--- src/rtl/acc_alu_pkg.sv ---
package acc_alu_pkg;
  localparam int DATA_W = 8;
  localparam int NIB_W  = DATA_W / 2;
  localparam int OP_W   = 5;

  localparam int FB_SIGN = 7;
  localparam int FB_ZERO = 6;
  localparam int FB_HALF = 4;
  localparam int FB_PAR  = 2;
  localparam int FB_CY   = 0;

  localparam logic [DATA_W-1:0] FLAG_KEEP_MASK = 8'hD5;
  localparam logic [DATA_W-1:0] FLAG_ONE_BITS  = 8'h02;

  typedef enum logic [OP_W-1:0] {
    OP_ADD  = 5'd0,  OP_ADC  = 5'd1,  OP_SUB  = 5'd2,  OP_SBB  = 5'd3,
    OP_AND  = 5'd4,  OP_XOR  = 5'd5,  OP_OR   = 5'd6,  OP_CMP  = 5'd7,
    OP_RLC  = 5'd8,  OP_RRC  = 5'd9,  OP_RAL  = 5'd10, OP_RAR  = 5'd11,
    OP_CMA  = 5'd12, OP_CMC  = 5'd13, OP_STC  = 5'd14, OP_INC  = 5'd15,
    OP_DEC  = 5'd16, OP_DAA  = 5'd17, OP_PAIR = 5'd18
  } alu_op_e;

  typedef struct packed {
    logic [DATA_W-1:0] sum;
    logic              half;
    logic              full;
  } add_out_t;

  function automatic add_out_t f_add(input logic [DATA_W-1:0] a,
                                     input logic [DATA_W-1:0] b,
                                     input logic              cin);
    add_out_t o;
    logic [DATA_W:0] wide;
    logic [NIB_W:0]  low;
    wide   = {1'b0, a} + {1'b0, b} + {{DATA_W{1'b0}}, cin};
    low    = {1'b0, a[NIB_W-1:0]} + {1'b0, b[NIB_W-1:0]} + {{NIB_W{1'b0}}, cin};
    o.sum  = wide[DATA_W-1:0];
    o.full = wide[DATA_W];
    o.half = low[NIB_W];
    return o;
  endfunction

  function automatic logic f_even_par(input logic [DATA_W-1:0] v);
    return ~(^v);
  endfunction

  function automatic logic [DATA_W-1:0] f_norm(input logic [DATA_W-1:0] f);
    return (f & FLAG_KEEP_MASK) | FLAG_ONE_BITS;
  endfunction
endpackage

--- src/rtl/alu_addsub.sv ---
module alu_addsub
  import acc_alu_pkg::*;
(
  input  alu_op_e           op,
  input  logic [DATA_W-1:0] a,
  input  logic [DATA_W-1:0] b,
  input  logic              cy_in,
  output logic [DATA_W-1:0] res,
  output logic              half,
  output logic              cy
);
  logic [DATA_W-1:0] b_eff;
  logic              c_eff;
  logic              is_sub;
  add_out_t          ao;

  always_comb begin
    b_eff  = b;
    c_eff  = 1'b0;
    is_sub = 1'b0;
    unique case (op)
      OP_ADC: c_eff = cy_in;
      OP_SUB, OP_CMP: begin b_eff = ~b; c_eff = 1'b1; is_sub = 1'b1; end
      OP_SBB: begin b_eff = ~b; c_eff = ~cy_in; is_sub = 1'b1; end
      OP_INC: b_eff = {{(DATA_W-1){1'b0}}, 1'b1};
      OP_DEC: b_eff = {DATA_W{1'b1}};
      default: ;
    endcase
  end

  assign ao   = f_add(a, b_eff, c_eff);
  assign res  = ao.sum;
  assign half = ao.half;
  assign cy   = is_sub ? ~ao.full : ao.full;
endmodule

--- src/rtl/alu_logic.sv ---
module alu_logic
  import acc_alu_pkg::*;
(
  input  alu_op_e           op,
  input  logic [DATA_W-1:0] a,
  input  logic [DATA_W-1:0] b,
  input  logic              cy_in,
  output logic [DATA_W-1:0] res,
  output logic              half,
  output logic              cy
);
  always_comb begin
    res  = a;
    half = 1'b0;
    cy   = cy_in;
    unique case (op)
      OP_AND: begin res = a & b; half = a[NIB_W-1] | b[NIB_W-1]; cy = 1'b0; end
      OP_XOR: begin res = a ^ b; cy = 1'b0; end
      OP_OR:  begin res = a | b; cy = 1'b0; end
      OP_RLC: begin res = {a[DATA_W-2:0], a[DATA_W-1]}; cy = a[DATA_W-1]; end
      OP_RRC: begin res = {a[0], a[DATA_W-1:1]};        cy = a[0]; end
      OP_RAL: begin res = {a[DATA_W-2:0], cy_in};       cy = a[DATA_W-1]; end
      OP_RAR: begin res = {cy_in, a[DATA_W-1:1]};       cy = a[0]; end
      OP_CMA: res = ~a;
      OP_CMC: cy = ~cy_in;
      OP_STC: cy = 1'b1;
      default: ;
    endcase
  end
endmodule

--- src/rtl/alu_decadj.sv ---
module alu_decadj
  import acc_alu_pkg::*;
(
  input  logic [DATA_W-1:0] a,
  input  logic              half_in,
  input  logic              cy_in,
  output logic [DATA_W-1:0] res,
  output logic              half,
  output logic              cy,
  output logic              lo_fix,
  output logic              hi_fix
);
  localparam logic [DATA_W-1:0] LO_ADJ = 8'h06;
  localparam logic [DATA_W-1:0] HI_ADJ = 8'h60;
  localparam logic [NIB_W-1:0]  NIB_MAX = 4'd9;

  add_out_t s1, s2;

  assign lo_fix = (a[NIB_W-1:0] > NIB_MAX) | half_in;
  assign s1     = f_add(a, lo_fix ? LO_ADJ : '0, 1'b0);
  assign hi_fix = (s1.sum[DATA_W-1:NIB_W] > NIB_MAX) | cy_in | s1.full;
  assign s2     = f_add(s1.sum, hi_fix ? HI_ADJ : '0, 1'b0);
  assign res    = s2.sum;
  assign half   = s1.half;
  assign cy     = cy_in | s1.full | s2.full;
endmodule

--- src/rtl/acc_alu_core.sv ---
module acc_alu_core
  import acc_alu_pkg::*;
#(
  parameter int PAIR_W = 16
) (
  input  logic              clk,
  input  logic              rst_n,
  input  logic              op_valid,
  input  logic [OP_W-1:0]   op_sel,
  input  logic [DATA_W-1:0] acc_in,
  input  logic [DATA_W-1:0] opnd_in,
  input  logic [DATA_W-1:0] flags_in,
  input  logic [PAIR_W-1:0] pair_x,
  input  logic [PAIR_W-1:0] pair_y,
  output logic [DATA_W-1:0] res_q,
  output logic [DATA_W-1:0] flags_q,
  output logic              res_valid
);
  alu_op_e           op;
  logic [DATA_W-1:0] fl_in_n;
  logic [DATA_W-1:0] ar_res, lg_res, da_res;
  logic              ar_half, ar_cy, lg_half, lg_cy, da_half, da_cy;
  logic              da_lo_fix, da_hi_fix;
  logic [PAIR_W:0]   pair_sum;
  logic              pair_cy;

  // Named internal events, observed by the checker
  logic [DATA_W-1:0] w_res_next;
  logic [DATA_W-1:0] w_flag_next;
  logic [DATA_W-1:0] w_szp_src;
  logic              w_upd_szp, w_upd_half, w_upd_cy;
  logic              w_half_val, w_cy_val;

  assign op      = alu_op_e'(op_sel);
  assign fl_in_n = f_norm(flags_in);

  alu_addsub u_addsub (
    .op(op), .a(acc_in), .b(opnd_in), .cy_in(flags_in[FB_CY]),
    .res(ar_res), .half(ar_half), .cy(ar_cy)
  );

  alu_logic u_logic (
    .op(op), .a(acc_in), .b(opnd_in), .cy_in(flags_in[FB_CY]),
    .res(lg_res), .half(lg_half), .cy(lg_cy)
  );

  alu_decadj u_decadj (
    .a(acc_in), .half_in(flags_in[FB_HALF]), .cy_in(flags_in[FB_CY]),
    .res(da_res), .half(da_half), .cy(da_cy),
    .lo_fix(da_lo_fix), .hi_fix(da_hi_fix)
  );

  assign pair_sum = {1'b0, pair_x} + {1'b0, pair_y};
  assign pair_cy  = pair_sum[PAIR_W];

  always_comb begin
    w_res_next = acc_in;
    w_szp_src  = acc_in;
    w_upd_szp  = 1'b0;
    w_upd_half = 1'b0;
    w_upd_cy   = 1'b0;
    w_half_val = fl_in_n[FB_HALF];
    w_cy_val   = fl_in_n[FB_CY];
    unique case (op)
      OP_ADD, OP_ADC, OP_SUB, OP_SBB: begin
        w_res_next = ar_res; w_szp_src = ar_res;
        w_upd_szp = 1'b1; w_upd_half = 1'b1; w_upd_cy = 1'b1;
        w_half_val = ar_half; w_cy_val = ar_cy;
      end
      OP_CMP: begin
        w_szp_src = ar_res;
        w_upd_szp = 1'b1; w_upd_half = 1'b1; w_upd_cy = 1'b1;
        w_half_val = ar_half; w_cy_val = ar_cy;
      end
      OP_INC, OP_DEC: begin
        w_res_next = ar_res; w_szp_src = ar_res;
        w_upd_szp = 1'b1; w_upd_half = 1'b1; w_half_val = ar_half;
      end
      OP_AND, OP_XOR, OP_OR: begin
        w_res_next = lg_res; w_szp_src = lg_res;
        w_upd_szp = 1'b1; w_upd_half = 1'b1; w_upd_cy = 1'b1;
        w_half_val = lg_half; w_cy_val = lg_cy;
      end
      OP_RLC, OP_RRC, OP_RAL, OP_RAR: begin
        w_res_next = lg_res; w_upd_cy = 1'b1; w_cy_val = lg_cy;
      end
      OP_CMA: w_res_next = lg_res;
      OP_CMC, OP_STC: begin w_upd_cy = 1'b1; w_cy_val = lg_cy; end
      OP_DAA: begin
        w_res_next = da_res; w_szp_src = da_res;
        w_upd_szp = 1'b1; w_upd_half = 1'b1; w_upd_cy = 1'b1;
        w_half_val = da_half; w_cy_val = da_cy;
      end
      OP_PAIR: begin w_upd_cy = 1'b1; w_cy_val = pair_cy; end
      default: ;
    endcase
  end

  always_comb begin
    w_flag_next = fl_in_n;
    if (w_upd_szp) begin
      w_flag_next[FB_SIGN] = w_szp_src[DATA_W-1];
      w_flag_next[FB_ZERO] = (w_szp_src == '0);
      w_flag_next[FB_PAR]  = f_even_par(w_szp_src);
    end
    if (w_upd_half) w_flag_next[FB_HALF] = w_half_val;
    if (w_upd_cy)   w_flag_next[FB_CY]   = w_cy_val;
  end

  always_ff @(posedge clk) begin
    if (!rst_n) begin
      res_q     <= '0;
      flags_q   <= FLAG_ONE_BITS;
      res_valid <= 1'b0;
    end else begin
      res_valid <= op_valid;
      if (op_valid) begin
        res_q   <= w_res_next;
        flags_q <= w_flag_next;
      end
    end
  end
endmodule

--- config.mk ---
export PLATFORM = sky130hd
export DESIGN_NAME = acc_alu_core
export DESIGN_NICKNAME = d
export VERILOG_FILES = /design/src/rtl/acc_alu_pkg.sv /design/src/rtl/alu_addsub.sv /design/src/rtl/alu_logic.sv /design/src/rtl/alu_decadj.sv /design/src/rtl/acc_alu_core.sv
export SDC_FILE = /design/constraint.sdc
export NUM_CORES = 1
export LEC_CHECK = 0
export BUFFER_PORTS_ARGS = -buffer_cell sky130_fd_sc_hd__buf_2
export CORE_MARGIN = 2
export CORE_UTILIZATION = 50
export DETAILED_ROUTE_END_ITERATION = 7
export PLACE_DENSITY = 0.87
export SLEW_MARGIN = 25
export SYNTH_ARGS = -nofsm -noshare
export SYNTH_HDL_FRONTEND = slang
export SYNTH_SLANG_ARGS = --single-unit
export TNS_END_PERCENT = 10
--- constraint.sdc ---
create_clock -name clk -period 5.85 [get_ports clk]
set_clock_uncertainty 0.15 [all_clocks]
set_input_delay 0.2925 -clock clk [delete_from_list [all_inputs] [get_ports clk]]
set_output_delay 0.2925 -clock clk [all_outputs]
set_load 0.1 [all_outputs]
Yosys cells after proc, flatten, opt, wreduce, memory -nomap -nowiden
Index checks and enable logic that the tools add are counted.
Word-level totals
  bits in registers: 14
  output and inout bits: 17
Operators by class
  add/subtract/negate cells: 8
  $lt $le $gt $ge: 2
  equal/unequal tests: 18
  mux-type cells: 19
  bitwise operators: 14
  reduce and logical (&&, ||, !) cells: 15
Operator list (number)
  8-bit case mux with 3 select lines: 3
  8-bit case mux with 8 select lines: 1
  5-bit by 4-bit equality test with 1-bit output, second input constant: 8
  8-bit by 8-bit adder with 9-bit output: 3
  5-bit by 3-bit equality test with 1-bit output, second input constant: 4
  16-bit by 16-bit adder with 17-bit output: 1
  8-bit NOT: 2
  16-bit OR reduction: 1
  5-bit equality test, second input constant: 3
  11-bit OR reduction: 1
  4-bit by 4-bit adder with 5-bit output: 2
  5-bit by 2-bit equality test with 1-bit output, second input constant: 2
  9-bit by 1-bit adder with 9-bit output: 1
  9-bit OR reduction: 1
  8-bit AND: 1
  4-bit greater-than comparator, second input constant: 2
  8-bit logical NOT: 1
  1-bit 2-to-1 mux: 8
  8-bit bitwise OR: 1
  8-bit OR reduction: 1
  8-bit parity: 1
  8-bit XOR: 1
  7-bit 2-to-1 mux: 1
  7-bit OR reduction: 1
  other kinds (14): 25

Logic depth before layout (Yosys ltp)
Gate-level depths: netlist (run 1).
  word-level depth: 13
  gate-level depth with buffers: 23
  mapped depth without buffers: 22

Modules after synthesis
From an unflattened synthesis (run 1), not the netlist that was laid out.
Second synthesis, totals
  cell total of the unflattened synthesis: 474
  area, all modules: 3544.6 µm²
Modules (own cells, without submodules)
  acc_alu_core: instances 1, cells each 207, area an instance 1561.5 µm², sequential area each 280.3 µm²
  alu_logic: instances 1, cells each 128, area an instance 934.6 µm², sequential area each 0.0 µm²
  alu_addsub: instances 1, cells each 105, area an instance 784.5 µm², sequential area each 0.0 µm²
  alu_decadj: instances 1, cells each 34, area an instance 264.0 µm², sequential area each 0.0 µm²

Worst setup path before layout (run 1)
OpenSTA, ideal clock, no wires.
  kind: in2reg
  start: input op_sel[1]
  end: register flags_q[2]
  library setup time: 131 ps
  data arrival time: 3890 ps
  data required time: 5569 ps
  slack: 1680 ps
  stages: 20
  cell sequence: clkbuf_1 buf_1 clkbuf_1 o21ai_0 a2111oi_0 a21oi_1 fa_1 inv_1 fa_1 a21oi_1 o21ai_0 a21oi_1 xnor2_1 a221oi_1 ha_1 xor2_1 xnor2_1 nand2_1 o21ai_0 a21oi_1
Between the ends
  word-level cells in the longest chain between the ends: 9
RTL lines
  start, declared: RTL line acc_alu_core.sv:9  | input logic [OP_W-1:0] op_sel,
  5-bit by 2-bit equality test with 1-bit output / 5-bit by 3-bit equality test with 1-bit output (equally long branches): RTL line alu_addsub.sv:21, acc_alu_core.sv:64
  3-bit OR reduction (no source line)
  8-bit case mux with 3 select lines: RTL line alu_addsub.sv:21  | unique case (op)
  8-bit by 8-bit adder with 9-bit output: RTL line acc_alu_pkg.sv:35  | wide = {1'b0, a} + {1'b0, b} + {{DATA_W{1'b0}}, cin};
  9-bit by 1-bit adder with 9-bit output: RTL line acc_alu_pkg.sv:35
  8-bit case mux with 3 select lines: RTL line acc_alu_core.sv:64  | unique case (op)
  8-bit parity: RTL line acc_alu_pkg.sv:44  | return ~(^v);
  1-bit NOT: RTL line acc_alu_pkg.sv:44
  1-bit 2-to-1 mux *: RTL line acc_alu_core.sv:101  | if (w_upd_szp) begin
  end signal, assigned: RTL line acc_alu_core.sv:119  | flags_q <= w_flag_next;
  end, declared: RTL line acc_alu_core.sv:16  | output logic [DATA_W-1:0] flags_q,
Mark *: on every way between the ends. The rest lies on a longest branch, timed or not.
A chain may end at the register's enable or synchronous reset.

Final worst setup path (run 1)
  start: input acc_in[3]
  end: register flags_q[2]
Between the ends
  word-level cells in the longest chain between the ends: 13
RTL lines
  start, declared: RTL line acc_alu_core.sv:10  | input logic [DATA_W-1:0] acc_in,
  4-bit greater-than comparator: RTL line alu_decadj.sv:19  | assign lo_fix = (a[NIB_W-1:0] > NIB_MAX) | half_in;
  1-bit bitwise OR: RTL line alu_decadj.sv:19
  3-bit 2-to-1 mux: RTL line alu_decadj.sv:20  | assign s1 = f_add(a, lo_fix ? LO_ADJ : '0, 1'b0);
  8-bit by 8-bit adder with 9-bit output: RTL line acc_alu_pkg.sv:35
  4-bit greater-than comparator: RTL line alu_decadj.sv:21  | assign hi_fix = (s1.sum[DATA_W-1:NIB_W] > NIB_MAX) | cy_in | s1.full;
  1-bit bitwise OR (2 in series): RTL line alu_decadj.sv:21
  7-bit 2-to-1 mux: RTL line alu_decadj.sv:22  | assign s2 = f_add(s1.sum, hi_fix ? HI_ADJ : '0, 1'b0);
  8-bit by 8-bit adder with 9-bit output: RTL line acc_alu_pkg.sv:35
  8-bit case mux with 3 select lines *: RTL line acc_alu_core.sv:64
  8-bit parity *: RTL line acc_alu_pkg.sv:44
  1-bit NOT *: RTL line acc_alu_pkg.sv:44
  1-bit 2-to-1 mux *: RTL line acc_alu_core.sv:101
Marked as above.

==> results of run 1 <==
worst paths after layout:
path	slack, ps	endpoint	cells after the start	start
setup / recovery	1390	flags_q[2]	23	acc_in[3]
hold / removal	160	flags_q[4]	3	flags_in[4]
setup reg to reg	4060	flags_q[0]	5	flags_q[0]
hold reg to reg	320	flags_q[6]	1	flags_q[6]
flip-flops by register name (all words and copies together), names as in the netlist:
register   cells
res_valid      1
res_q          8
flags_q        5
power groups by stage:
stage	Sequential [mW]	Combinational (mW)	Clock, mW
after floorplan	0.169	0.192	0
after global placement	0.109	0.325	0
after detailed placement	0.109	0.332	0
after CTS	0.107	0.334	0.0770
after global routing	0.108	0.371	0.0803
final	0.107	0.338	0.0751
final cells by class:
type / instances / area (um2) / area share (%)
Clock buffer: 3 / 41.29 / 1.239
Inverter: 23 / 86.33 / 2.590
Multi-Input combinational cell: 354 / 2454 / 73.61
Sequential cell: 14 / 280.3 / 8.408
Tap cell: 75 / 93.84 / 2.815
Timing Repair Buffer: 75 / 377.9 / 11.34
routing by layer:
metal	global-route usage (%)	up-vias	routed length, um
met5	0	-	0
met1	39.06	1544	4023
met4	7.627	0	134
met3	2.556	17	778
li1	-	1633	-
met2	45.54	159	4213
cells in the mapped netlist (all sizes together) (2+ instances only):
cell     count  share of area (%)
a31oi        7                1.5
buf         13                2.8
ha          46                 19
or3          3               0.63
mux2i       14                4.7
a311oi       2               0.59
a22oi        2               0.51
dfxtp       14                9.4
xnor2        6                1.8
conb         2               0.25
nor3b        2               0.67
o2111ai      5                1.5
a21o         4                1.0
o22ai        6                1.3
xor2         4                1.2
o21ai       48                8.1
nor2        28                3.5
or4          3               0.76
a221oi       4                1.2
nand4        3               0.63
nand3b       4                1.0
o211ai       5                1.4
inv         23                2.9
nand3       16                2.7
a211oi       3               0.76
clkbuf      19                2.4
or2          6                1.3
o21a         8                2.0
a32oi        3               0.88
fa           3                2.0
and2         4               0.84
or3b         2               0.67
nand2       33                4.2
nor2b        6                1.3
nor3         5               0.84
nand2b       7                1.5
a21oi       44                7.4
a2111oi      2               0.59
mux2         2               0.76
worst register-to-register path: stages, from the launching register on:
cell       delay, ps
dfxtp_1          320
nor2b_1          130
a21oi_1          190
o2111ai_1        120
or4_1            520
o31a_1           250
through the flow:
| stage | total power, mW | cell area (um2) | cells |
|---|---|---|---|
| 3_5_place_dp | 0.4414 | 3292 | 541 |
| 4_1_cts | 0.5185 | 3333 | 544 |
| 3_3_place_gp | 0.4335 | 3292 | 541 |
| 2_1_floorplan | 0.3609 | 2975 | 423 |
| 5_1_grt | 0.5592 | 3333 | 544 |
| 6_report | 0.5202 | 3333 | 544 |
kinds of logic after synthesis:
| kind of cell | Yosys count | synth area share [%] |
|---|---|---|
| buffers and inverters | 55 | 8.126 |
| AOI/OAI and AO/OA | 152 | 31.50 |
| adders and majority gates | 49 | 21.39 |
| muxes | 16 | 5.473 |
| DFF | 14 | 9.432 |
| other | 2 | 0.2527 |
| and+or+nand+nor | 124 | 20.88 |
| xor gates and xnor gates | 10 | 2.947 |
==> results.sh, run 1 <==
export IMPL_status="finished clean"
export IMPL_vias_per_cell=6.164
export IMPL_post_drt_wl_per_cell_um=16.82
export IMPL_drt_pass1_iter_count=5
export IMPL_combPwrFrac_pct=64.9
export IMPL_fin_nets=584
export IMPL_peakVddDrop_uv=138.5
export IMPL_ioPinCount=81
export IMPL_p_seq_share_pct=20.6
export IMPL_cap_violations=0
export IMPL_grt_pass1_vias=2896
export IMPL_utilization_pct=57.32
export IMPL_htree_levels=1
export IMPL_antenna_cells=0
export IMPL_dieArea_mm2=0.006576
export IMPL_critPathRequiredTime_ps=5800
export IMPL_post_cts_setup_buffers=0
export IMPL_synth_seq_cells=14
export IMPL_max_clock_freq_mhz=224.1
export IMPL_cts_root_buffer="clkbuf_8"
export IMPL_ant_nets=0
export IMPL_p_per_area_mw_per_mm2=156.1
export IMPL_cts_clk_slew_worst_paths_ps=50
export IMPL_synth_warnings=0
export IMPL_crit_fanout=12
export IMPL_clockPowerShare_pct=14.4
export IMPL_worstHoldPathType="in2reg"
export IMPL_cts_buffer_depth=2
export IMPL_fin_tns_setup_ps=0
export IMPL_setup_viol=0
export IMPL_crit_path_max_incr_delay_ps=460
export IMPL_synth_edf_count=0
export IMPL_die_h_um=81.09
export IMPL_synthFlopType="dfxtp_1"
export IMPL_crit_buf_inv=2
export IMPL_ys_async_sr_fraction_pct=0
export IMPL_layout_common_cells="74 x buf_2, 47 x o21ai_0, 46 x ha_1"
export IMPL_switching_share_pct=49.74
export IMPL_core_area_mm2=0.005816
export IMPL_rows=28
export IMPL_area_delta_synth_final_pct=12.17
export IMPL_cp_slowest_cell="fa_1"
export IMPL_leakagePower_nw=1.559
export IMPL_clock_sinks=14
export IMPL_drt_drc_violations_left=0
export IMPL_hold_slack_ps=157.5
export IMPL_clock_latency_ps=240
export IMPL_ctsHoldBuffers=0
export IMPL_critPathLaunchType="input port"
export IMPL_drive_gt1_share_pct=19.19
export IMPL_post_cts_resized=0
export IMPL_layout_min_cycle_time_ps=4462
export IMPL_synthCells=422
export IMPL_cp_arrival_ps=4410
export IMPL_grt_first_pass_wirelength_um=14300
export IMPL_dp_slack_ps=1312
export IMPL_worstPathCellList="buf_2 > o21ai_0 > nand2b_1 > ha_1 > inv_1 > fa_1 > nand2b_1 > nor3_1 > nor2_1 > o21ai_0 > ha_1 > ha_1 > nor3_1 > o2111ai_1 > o211ai_2 > a211oi_1 > a21o_1 > ha_1 > xor2_1 > xnor2_1 > nand2_1 > o21ai_0 > a21oi_1"
export IMPL_rsz0062_at_grt="false"
export IMPL_worstSetupPathType="in2reg"
export IMPL_finalWorstSetupSlack_ps=1388
export IMPL_grt_max_degree=33
export IMPL_cp_common_cell="ha_1"
export IMPL_synth_seq_area_share_pct=9.432
export IMPL_worst_pin_slew_ps=789.2
export IMPL_p_int_mw=0.2614
export IMPL_antenna_found_initial=0
export IMPL_p_sw_mw=0.2587
export IMPL_grt_remaining_overflow=0
export IMPL_cts_made_buffers=3
export IMPL_syn_area_mm2=0.002972
export IMPL_final_common_cell="buf_2"
export IMPL_worstSetupEndpointType="flop"
export IMPL_place_congestion=1.009
export IMPL_dp_hpwl_um=6995
export IMPL_syn_avg_cell_area_um2=7.042
export IMPL_fillers=592
export IMPL_ys_types=58
export IMPL_track_usage_pct=27.88
export IMPL_drt_iter0_drc=237
export IMPL_port_buffers=74
export IMPL_num_vias=3353
export IMPL_final_hold_violation_count=0
export IMPL_die_w_um=81.09
export IMPL_start_util_pct=51.10
export IMPL_timing_slew_headroom_pct=47.39
export IMPL_cpLargestDelayFamily="compound AO/OA/AOI/OAI gates"
export IMPL_maxSlewViolCount=0
export IMPL_min_period_over_period_pct=76.28
export IMPL_wl_um=9150
export IMPL_cts_tree="done"
(Power assumes the default switching activity.)
==> run 2, diff against run 1 <==
- clock period: 5.85 -> 4.4 ns (I/O delays scaled with it)
==> run 2 against run 1 <==
Against the previous run: worst setup slack got worse by 1000 ps; clock-buffer cell count rose by 1; cell area increased by 2.7%; die area unchanged; sequential power is 34% higher; sequential share of layout area shrank 0.22 points; flip-flop and latch count is the same; first-iteration DRC count increased by 17%; utilization up 1.5 points; register-to-register slack lost 1400 ps; wire length is 2.3% higher.
==> results.sh, run 2 (same netlist as run 1, synthesis figures left out) <==
export IMPL_setup_viol=0
export IMPL_worst_pin_slew_ps=772.5
export IMPL_drt_drc_violations_left=0
export IMPL_cp_arrival_ps=4010
export IMPL_dp_hpwl_um=7378
export IMPL_largest_registers="res_q (8), flags_q (5), res_valid (1)"
export IMPL_crit_buf_inv=2
export IMPL_min_period_over_period_pct=91.63
export IMPL_vias_per_cell=6.202
export IMPL_rows=28
export IMPL_layout_common_cells="74 x buf_2, 47 x o21ai_0, 46 x ha_1"
export IMPL_cts_buffer_depth=2
export IMPL_ioPinCount=81
export IMPL_drt_iter0_drc=278
export IMPL_p_per_area_mw_per_mm2=214.2
export IMPL_ctsHoldBuffers=0
export IMPL_track_usage_pct=29.07
export IMPL_peakVddDrop_uv=172.1
export IMPL_post_cts_setup_buffers=0
export IMPL_grt_first_pass_wirelength_um=15080
export IMPL_cp_slowest_cell="fa_1"
export IMPL_layout_min_cycle_time_ps=4032
export IMPL_cpLargestDelayFamily="adder cells"
export IMPL_start_util_pct=51.10
export IMPL_worstSetupEndpointType="flop"
export IMPL_htree_levels=1
export IMPL_status="finished clean"
export IMPL_drt_pass1_iter_count=5
export IMPL_die_h_um=81.09
export IMPL_wl_um=9363
export IMPL_largest_reg_flops=8
export IMPL_cts_root_buffer="clkbuf_8"
export IMPL_place_congestion=0.9289
export IMPL_worstPathCellList="buf_2 > o21ai_0 > nand2b_1 > ha_1 > inv_1 > fa_1 > nand3b_1 > xnor2_1 > a21oi_1 > o21ai_0 > ha_1 > ha_1 > nor3_1 > o2111ai_1 > o211ai_2 > a211oi_1 > a21o_1 > ha_1 > xor2_1 > xnor2_1 > nand2_1 > o21ai_0 > a21oi_1"
export IMPL_worstHoldPathType="in2reg"
export IMPL_maxSlewViolCount=0
export IMPL_cap_violations=0
export IMPL_crit_fanout=5
export IMPL_post_drt_wl_per_cell_um=16.87
export IMPL_area_delta_synth_final_pct=15.16
export IMPL_antenna_cells=0
export IMPL_num_vias=3442
export IMPL_rsz0062_at_grt="false"
export IMPL_utilization_pct=58.84
export IMPL_timing_slew_headroom_pct=48.27
export IMPL_die_w_um=81.09
export IMPL_grt_pass1_vias=3152
export IMPL_final_hold_violation_count=0
export IMPL_final_common_cell="buf_2"
export IMPL_cts_tree="done"
export IMPL_leakagePower_nw=1.614
export IMPL_dieArea_mm2=0.006576
export IMPL_cp_common_cell="ha_1"
export IMPL_fillers=582
export IMPL_critPathLaunchType="input port"
export IMPL_clock_sinks=14
export IMPL_port_buffers=74
export IMPL_fin_tns_setup_ps=0
export IMPL_antenna_found_initial=0
export IMPL_clock_latency_ps=250
export IMPL_critPathRequiredTime_ps=4370
export IMPL_max_clock_freq_mhz=248.0
export IMPL_regMostFlops="res_q"
export IMPL_core_area_mm2=0.005816
export IMPL_ant_nets=0
export IMPL_worstSetupPathType="in2reg"
export IMPL_seq_area_um2=280.3
export IMPL_cts_clk_slew_worst_paths_ps=60
export IMPL_fin_nets=594
export IMPL_post_cts_resized=0
export IMPL_multi_input_area_mm2=0.002454
export IMPL_drive_gt1_share_pct=21.04
export IMPL_grt_max_degree=30
export IMPL_grt_remaining_overflow=0
export IMPL_cts_made_buffers=3
export IMPL_crit_path_max_incr_delay_ps=460
==> run 2: cell types whose count changed in the layout (fill, tap and decap cells not counted) <==
| cell | change |
|---|---|
| buf_4 | +10 |
| clkbuf_8 | +1 |
==> run 2: worst reg2reg max path, stage by stage, from the launching register on <==
cell,delay (ps)
dfxtp_1,320
nor2b_1,140
a21oi_1,150
o2111ai_1,130
or4_1,510
o31a_1,240
==> run 2: area by class of cell <==
class | count | share of cell area, %
sequential | 14 | 8.190
inverter | 23 | 2.523
clock buffer | 4 | 1.609
tap | 75 | 2.742
timing repair buffer | 85 | 13.24
multi-input combinational | 354 | 71.70
==> run 2: where the power goes <==
part / switching [mW] / internal [mW]
clock network: 0.0491 / 0.0795
logic: 0.306 / 0.156
registers: 0.00495 / 0.138
==> run 2: worst paths after layout <==
kind | from | end | slack, ps | cells past startpoint
max reg2reg | flags_q[0] | flags_q[0] | 2660 | 5
min reg2reg | flags_q[6] | flags_q[6] | 330 | 1
max | acc_in[2] | flags_q[2] | 370 | 23
min | flags_in[4] | flags_q[4] | 90 | 3
==> run 2: stage by stage <==
stage	std cells	cell area, um2	power [mW]	hold WS [ps]	setup WS (ps)
3_3_place_gp	551	3367	0.5856	307.2	192.7
4_1_cts	555	3422	0.7302	77.73	394.4
3_5_place_dp	551	3367	0.5976	316.9	135.3
2_1_floorplan	423	2975	0.4799	208.3	302.2
6_report	555	3422	0.7329	86.62	368.3
5_1_grt	555	3422	0.7810	128.6	11.43
==> run 2: metal layers <==
layer	share of wire [%]	wire [um]	track usage, %
met1	46	4271	40.63
met2	45	4208	48.68
met3	7.9	736	1.778
met4	1.6	147	7.119
met5	0	0	0
